`src/rtl/burst_col_pkg.sv`:
```
package burst_col_pkg;
  localparam logic [2:0] BL_ONE   = 3'd0;
  localparam logic [2:0] BL_TWO   = 3'd1;
  localparam logic [2:0] BL_FOUR  = 3'd2;
  localparam logic [2:0] BL_EIGHT = 3'd3;
  localparam logic [2:0] BL_PAGE  = 3'd7;

  typedef enum logic {ORD_SEQ = 1'b0, ORD_XOR = 1'b1} order_e;
endpackage

```
`src/rtl/burst_len_decode.sv`:
```
module burst_len_decode
  import burst_col_pkg::*;
#(
  parameter int COL_W = 10
) (
  input  logic [2:0]       len_code,
  input  logic             il_req,
  input  logic             is_write,
  input  logic             single_wr,
  output logic [COL_W-1:0] span_mask,
  output order_e           order,
  output logic             page
);
  logic [COL_W-1:0] raw_mask;
  logic             raw_page;

  always_comb begin
    raw_page = 1'b0;
    case (len_code)
      BL_TWO:   raw_mask = COL_W'(1);
      BL_FOUR:  raw_mask = COL_W'(3);
      BL_EIGHT: raw_mask = COL_W'(7);
      BL_PAGE: begin
        raw_mask = '1;
        raw_page = 1'b1;
      end
      default:  raw_mask = '0;
    endcase
  end

  always_comb begin
    if (is_write && single_wr) begin
      span_mask = '0;
      page      = 1'b0;
    end else begin
      span_mask = raw_mask;
      page      = raw_page;
    end
    order = (il_req && !page) ? ORD_XOR : ORD_SEQ;
  end
endmodule

```
`src/rtl/burst_col_calc.sv`:
```
module burst_col_calc
  import burst_col_pkg::*;
#(
  parameter int COL_W = 10
) (
  input  logic [COL_W-1:0] base,
  input  logic [COL_W-1:0] beat,
  input  logic [COL_W-1:0] span_mask,
  input  order_e           order,
  output logic [COL_W-1:0] col
);
  logic [COL_W-1:0] seq_col;
  logic [COL_W-1:0] xor_col;
  logic [COL_W-1:0] sum;

  always_comb begin
    sum     = base + beat;
    seq_col = (base & ~span_mask) | (sum & span_mask);
    xor_col = base ^ (beat & span_mask);
    col     = (order == ORD_XOR) ? xor_col : seq_col;
  end
endmodule

```
`src/rtl/burst_col_gen.sv`:
```
module burst_col_gen
  import burst_col_pkg::*;
#(
  parameter int COL_W = 10
) (
  input  logic             clk,
  input  logic             rst,
  input  logic             start,
  input  logic [COL_W-1:0] start_col,
  input  logic [2:0]       len_code,
  input  logic             interleave,
  input  logic             is_write,
  input  logic             single_wr,
  input  logic             advance,
  input  logic             stop,
  output logic [COL_W-1:0] col_out,
  output logic             col_valid,
  output logic             col_last
);
  logic [COL_W-1:0] dec_mask;
  order_e           dec_order;
  logic             dec_page;

  logic [COL_W-1:0] base_q;
  logic [COL_W-1:0] mask_q;
  order_e           order_q;
  logic             page_q;
  logic [COL_W-1:0] beat_q;
  logic [COL_W-1:0] beat_n;
  logic [COL_W-1:0] col_n;
  logic             valid_q;
  logic             last_q;
  logic [COL_W-1:0] col_q;

  burst_len_decode #(.COL_W(COL_W)) u_dec (
    .len_code  (len_code),
    .il_req    (interleave),
    .is_write  (is_write),
    .single_wr (single_wr),
    .span_mask (dec_mask),
    .order     (dec_order),
    .page      (dec_page)
  );

  assign beat_n = beat_q + COL_W'(1);

  burst_col_calc #(.COL_W(COL_W)) u_calc (
    .base      (base_q),
    .beat      (beat_n),
    .span_mask (mask_q),
    .order     (order_q),
    .col       (col_n)
  );

  always_ff @(posedge clk) begin
    if (rst) begin
      valid_q <= 1'b0;
      last_q  <= 1'b0;
      base_q  <= '0;
      mask_q  <= '0;
      order_q <= ORD_SEQ;
      page_q  <= 1'b0;
      beat_q  <= '0;
      col_q   <= '0;
    end else if (start) begin
      valid_q <= 1'b1;
      last_q  <= !dec_page && (dec_mask == '0);
      base_q  <= start_col;
      mask_q  <= dec_mask;
      order_q <= dec_order;
      page_q  <= dec_page;
      beat_q  <= '0;
      col_q   <= start_col;
    end else if (valid_q && stop) begin
      valid_q <= 1'b0;
      last_q  <= 1'b0;
    end else if (valid_q && advance) begin
      if (last_q) begin
        valid_q <= 1'b0;
        last_q  <= 1'b0;
      end else begin
        beat_q <= beat_n;
        col_q  <= col_n;
        last_q <= !page_q && (beat_n == mask_q);
      end
    end
  end

  assign col_out   = col_q;
  assign col_valid = valid_q;
  assign col_last  = last_q;
endmodule

```
`config.mk`:
```
export PLATFORM = sky130hd
export DESIGN_NAME = burst_col_gen
export DESIGN_NICKNAME = d
export VERILOG_FILES = /design/src/rtl/burst_col_pkg.sv /design/src/rtl/burst_len_decode.sv /design/src/rtl/burst_col_calc.sv /design/src/rtl/burst_col_gen.sv
export SDC_FILE = /design/constraint.sdc
export NUM_CORES = 1
export LEC_CHECK = 0
export ABC_AREA = 1
export BUFFER_PORTS_ARGS = -buffer_cell sky130_fd_sc_hd__buf_2
export CORE_UTILIZATION = 30
export DETAILED_ROUTE_END_ITERATION = 10
export PLACE_DENSITY_LB_ADDON = 0.2
export SKIP_CTS_REPAIR_TIMING = 1
export SYNTH_ARGS = -nofsm -noshare
export SYNTH_HDL_FRONTEND = slang
export SYNTH_SLANG_ARGS = --single-unit
```
`constraint.sdc`:
```
create_clock -name clk -period 4.6 [get_ports clk]
set_input_delay 0.92 -clock clk [delete_from_list [all_inputs] [get_ports clk]]
set_output_delay 0.92 -clock clk [all_outputs]
set_load 0.05 [all_outputs]
```
After elaboration in Yosys (flattened, before gate mapping)
Index checks and enable logic that the tools add are counted.
- bits in registers: 44
- input bits: 21
- word-level logic and storage cells: 59
- equality and inequality tests: 7
- add/subtract/negate cells: 2
- bitwise operators: 8
- multiplexer cells: 18
- reductions and logical operators: 16
- operator list (kind ; number):
    $mux W10 ; 6
    $pmux W10 S4 ; 1
    $and A10 B10 Y10 ; 3
    $mux W1 ; 11
    $add A10 B1 Y10 const B ; 1
    $add A10 B10 Y10 ; 1
    $eq A10 B10 Y1 ; 1
    $logic_not A10 Y1 ; 1
    $not A10 Y10 ; 1
    $or A10 B10 Y10 ; 1
    $xor A10 B10 Y10 ; 1
    $eq A3 B2 Y1 const B ; 2
    $logic_and A1 B1 Y1 ; 6
    $reduce_and A3 Y1 ; 2
    $reduce_bool A3 Y1 ; 2
    $ne A2 B2 Y1 const B ; 2
    $eq A3 B1 Y1 const B ; 1
    $eq A3 B3 Y1 const B ; 1
    $logic_not A1 Y1 ; 2
    $not A1 Y1 ; 2
    $reduce_and A2 Y1 ; 1
    $reduce_bool A2 Y1 ; 1
    $reduce_or A2 Y1 ; 1

Depth between registers and ports, before layout
- depth after elaboration: 9
- gate-level depth with buffers: 18
- depth with buffers taken out: 18

Cells and area by module
A second synthesis with hierarchy kept.
- cells, all modules: 477
- area total of the unflattened synthesis: 2942.8 µm²
- modules (own cells, without submodules) (module ; sequential area each (µm²) ; cells an instance ; times used ; area an instance (µm²)):
    burst_col_gen ; 880.8 ; 294 ; 1 ; 2004.4
    burst_col_calc ; 0.0 ; 162 ; 1 ; 824.5
    burst_len_decode ; 0.0 ; 21 ; 1 ; 113.9

Least setup slack after synthesis
No wires, ideal clock.
- path type: reg2reg
- start: register beat_q[1]
- end: register col_q[9] (netlist: col_out[9])
- buffers on the path: 0
- setup time: 0.121 ns
- data arrival time: 2.204 ns
- period minus slack after synthesis: 2.325 ns
- stages on the path, launching flop included: 18
- required time: 4.479 ns
- path slack: 2.275 ns
- cell sequence: dfxtp_1 ha_1 nand2_1 nor2_2 nand4_1 nor2_1 xor2_1 ha_1 nand2_1 inv_1 a21oi_1 nand3_1 nand2_2 nand3_2 nand3_1 nand2_1 nor2_1 nor2_1
- longest elaborated chain between the ends: 9
- elaborated cells between the ends (all ways): 11
- those cells by class: add/sub: 2; mux: 5; bitwise: 4
- ends and longest elaborated chain (element ; RTL line ; RTL):
    start: declaration ; burst_col_gen.sv:28 ; logic [COL_W-1:0] beat_q;
    start signal: assignment ; burst_col_gen.sv:82 ; beat_q <= beat_n;
    $add A10 B1 Y10 ; burst_col_gen.sv:45 ; assign beat_n = beat_q + COL_W'(1);
    via beat_n[8] ; burst_col_gen.sv:29 ; logic [COL_W-1:0] beat_n;
    $add A10 B10 Y10 ; burst_col_calc.sv:17 ; sum = base + beat;
    $and A10 B10 Y10 ; burst_col_calc.sv:18 ; seq_col = (base & ~span_mask) | (sum & span_mask);
    $or A10 B10 Y10 ; burst_col_calc.sv:18 ;
    $mux W10 ; burst_col_calc.sv:20 ; col = (order == ORD_XOR) ? xor_col : seq_col;
    $mux W10 ; burst_col_gen.sv:78 ; if (last_q) begin
    $mux W10 ; burst_col_gen.sv:77 ; end else if (valid_q && advance) begin
    $mux W10 ; burst_col_gen.sv:74 ; end else if (valid_q && stop) begin
    $mux W10 ; burst_col_gen.sv:65 ; end else if (start) begin
    end signal: assignment ; burst_col_gen.sv:73 ; col_q <= start_col;
    end signal: assignment ; burst_col_gen.sv:83 ; col_q <= col_n;
    end: declaration ; burst_col_gen.sv:33 ; logic [COL_W-1:0] col_q;
The timed path passes the listed nets, and every way through them passes these cells. The select of a mux whose other input is x is not followed.
A chain may end at the register's enable or synchronous reset.

Worst setup path in the final report
Ends and elaborated chain as after synthesis.

==> impl_summary.log <==
[metrics] switching power total: 0.236 mW
[metrics] cell count after placement: 494
[metrics] die width: 94.0 µm
[metrics] share of final-layout standard cells stronger than drive strength 1: 14.1%
[metrics] RD Place Congestion: 0.871
[metrics] CP cell instances: ha_1 -> nand2_1 -> nor2_2 -> nand4_1 -> nor2_1 -> xor2_1 -> ha_1 -> nand2_1 -> inv_1 -> a21oi_1 -> nand3_1 -> nand2_2 -> nand3_2 -> nand3_1 -> nand2_1 -> nor2_1 -> nor2_1
[metrics] P per Cell Area: 259 nW/µm²
[metrics] type of element capturing the critical path: flop
[metrics] number of cells produced by synthesis: 365
[metrics] total chip power: 0.744 mW
[metrics] slack of the worst reg-to-reg path: 1920 ps
[metrics] worst-path maximum fanout: 4
[metrics] number of remaining DRC errors: 0
[metrics] Ports: 33
[metrics] wirelength, routed: 6650 µm
[metrics] number of warnings reported in the yosys synthesis log: 0
[metrics] portion of the post-synthesis area used by sequential elements: 30.0%
[metrics] cell area after synthesis: 2540 µm²
[metrics] per-cell routed wire length: 13.2 µm
[metrics] final non-filler cell area: 2870 µm²
[metrics] number of global-route vias before repair: 2294
[metrics] prevailing post-synth register cell: sky130_fd_sc_hd__dfxtp_1
[metrics] final worst clock skew: 10.6 ps
[metrics] number of storage elements in the synthesis netlist: 38
[metrics] share of synthesized flip-flops with an asynchronous set or reset: 0%
[metrics] aggregate global-route resource usage: 17.0%
[metrics] most instantiated cells after synthesis: sky130_fd_sc_hd__nand2_1, sky130_fd_sc_hd__inv_1, sky130_fd_sc_hd__dfxtp_1
[metrics] internal power consumption: 0.508 mW
[metrics] combinational cell fraction of total power: 17.9%
[metrics] dominant cell type by area after synthesis: sky130_fd_sc_hd__dfxtp_1
[metrics] largest voltage drop on the vdd net: 106 µV
[metrics] initial cell density of the core: 30.9%
[metrics] Worst Hold Class: reg2reg
[metrics] leading post-synthesis cells by cell area: sky130_fd_sc_hd__dfxtp_1, sky130_fd_sc_hd__nand2_1, sky130_fd_sc_hd__ha_1, sky130_fd_sc_hd__a21oi_1, sky130_fd_sc_hd__inv_1
[metrics] TNS Setup: 0 ps
[metrics] category of the critical setup timing path: reg2reg
[metrics] smallest hold slack: 466 ps
[metrics] initial antenna violation count: 0
[metrics] number of detailed-routing iterations run before antenna repair: 4
[metrics] placed wire-length estimate: 4990 µm
[metrics] Worst slew margin: 58.8%
[metrics] syn avg cell area: 6.96 µm²
[metrics] # Max-Cap Violations: 0
[metrics] number of buffers added by the clock tree synthesis step: 5
[metrics] cell at the root of the clock tree: sky130_fd_sc_hd__clkbuf_8
[metrics] clock network latency to the later pin of the worst-skew pair: 300 ps
[metrics] Reg clk slew, reported paths: 90 ps
[metrics] post-layout net count: 438
[metrics] crit path setup slack, layout: 1920 ps
[metrics] global route overflow: 0
[metrics] GR met1 Demand/Resource: 23.5%
[metrics] distinct cell type count of the synthesized netlist: 38
[metrics] number of H-tree levels: 2
[metrics] Final Hold Viols: 0
[metrics] initial DRC count: 112
[metrics] transition time at the pin with the least slew margin: 618 ps
[metrics] CP max stage delay: 370 ps
[metrics] Worst EP arrival: 2880 ps
[metrics] area delta synth->final: 13.0%
[metrics] syn nets: 407
[metrics] TritonCTS clock tree: done
[metrics] fraction of power consumed by the clock network: 33.8%
[metrics] total of fill cells in the finished design: 900
[metrics] shortest period the worst path allows: 2680 ps
[metrics] Antenna diodes: 0
[metrics] instance area after placement: 2770 µm²
[metrics] global-route wire length before repair: 11400 µm
[metrics] count of placed standard cells in the final layout, fillers left out: 502
[metrics] Place WS: 1920 ps
[metrics] hold path cells: 2
[metrics] sequential power share: 48.3%
[metrics] post-layout utilization of the core: 34.9%
[metrics] number of synthesized flops with an enable pin: 0
[metrics] Slowest-stage cell, CP: sky130_fd_sc_hd__dfxtp_1
[metrics] number of max-slew violations in the final report: 0
[metrics] via density per instance: 4.79
[metrics] critical path required time: 4800 ps
[metrics] maximum frequency from static timing analysis: 373 MHz
[metrics] setup repair after global routing missed its margin: no
[metrics] Setup violations, final: 0
[metrics] result of the run: completed
[metrics] area of the core region: 8220 µm²
[metrics] clock sink total: 38
[metrics] M2 GR Usage: 26.8%
[metrics] Detail Route Antenna Nets: 0
[metrics] leak pwr: 1.40 nW
[metrics] largest net degree at the start of global routing: 25
[metrics] global routing usage on met3: 2.67%
[metrics] cell with the most instances after synthesis: sky130_fd_sc_hd__nand2_1
[metrics] DIE AREA: 8840 µm²
[metrics] share of Yosys cell area claimed by the top area cell type: 30.0%
[metrics] chip height: 94.0 µm
[metrics] switching fraction of total power: 31.7%
[metrics] period utilisation layout: 58.2%
[metrics] Via Count: 2403
[metrics] Std-Cell Rows: 33
[metrics] number of cells on the worst reg-to-reg path: 17
[metrics] maximum buffer depth of the clock tree: 2
[metrics] nature of the critical path startpoint: flop
[metrics] number of buffer cells added on primary ports: 32
[metrics] Most Used Layer, Global Route: met2
-- layout by cell type, fill, tap and decap left out, types with 3 or more instances in the layout --
master                     netlist  routed
sky130_fd_sc_hd__nand2_1        86      86
sky130_fd_sc_hd__inv_1          42      42
sky130_fd_sc_hd__dfxtp_1        38      38
sky130_fd_sc_hd__a21oi_1        33      33
sky130_fd_sc_hd__buf_2           2      32
sky130_fd_sc_hd__nor2_1         28      28
sky130_fd_sc_hd__o21ai_0        26      26
sky130_fd_sc_hd__nand3_1        23      23
sky130_fd_sc_hd__ha_1           20      20
sky130_fd_sc_hd__o22ai_1        11      11
sky130_fd_sc_hd__xor2_1          8       8
sky130_fd_sc_hd__clkbuf_8        1       6
sky130_fd_sc_hd__a31oi_1         5       5
sky130_fd_sc_hd__o211ai_1        5       5
sky130_fd_sc_hd__nor2_4          3       3
sky130_fd_sc_hd__nand2_2         3       3
sky130_fd_sc_hd__nand4_1         3       3
sky130_fd_sc_hd__xnor2_1         3       3
-- critical path: cells and delay by family (launching register included) --
kind / cells / cell delay, ps
AO/OA/AOI/OAI: 1 / 210
AND/OR/NAND/NOR: 12 / 1190
buffers and inverters: 1 / 50
flip-flops: 1 / 370
XOR/XNOR: 1 / 260
adder cells (fa/ha/maj): 2 / 530
-- per-layer routing --
| layer | wire length [µm] | vias to the layer above |
|---|---|---|
| li1 | - | 1279 |
| met5 | 0 | - |
| met1 | 3370 | 1078 |
| met4 | 90 | 0 |
| met3 | 198 | 7 |
| met2 | 2990 | 39 |
-- final timing paths --
path,start,to
setup / recovery,beat_q[1],col_out[9]
hold reg to reg,page_q,page_q
setup reg to reg,beat_q[1],col_out[9]
hold / removal,page_q,page_q
-- layout make-up --
| type | instances | area [µm²] | area share (%) |
|---|---|---|---|
| sequential | 38 | 761 | 26.5 |
| multi-input combinational | 273 | 1550 | 53.9 |
| timing repair buffer | 32 | 160 | 5.58 |
| clock buffer | 6 | 82.6 | 2.88 |
| inverter | 46 | 175 | 6.11 |
| tap | 105 | 131 | 4.58 |
| clock inverter | 2 | 12.5 | 0.436 |
-- power groups by stage --
stage          Clock [mW]  Combinational (mW)  Sequential (mW)
6_report            0.252               0.133            0.359
5_1_grt             0.276               0.150            0.362
4_1_cts             0.261               0.134            0.359
3_5_place_dp            0               0.134            0.367
3_3_place_gp            0               0.133            0.367
2_1_floorplan           0              0.0777            0.386
-- logic make-up after synthesis --
kind of cell / share of synthesized area (%)
AO/OA/AOI/OAI: 19.0
XOR/XNOR: 3.79
adder cells (fa/ha/maj): 10.6
buffers and inverters: 9.16
flip-flops: 30.0
AND/OR/NAND/NOR: 27.4
-- registers in the layout (all words and copies together), names as in the netlist --
signal,count
base_q,10
beat_q,10
col_last,1
col_out,10
col_valid,1
mask_q,4
order_q,1
page_q,1
No activity file was read; power rests on OpenSTA's default activity.
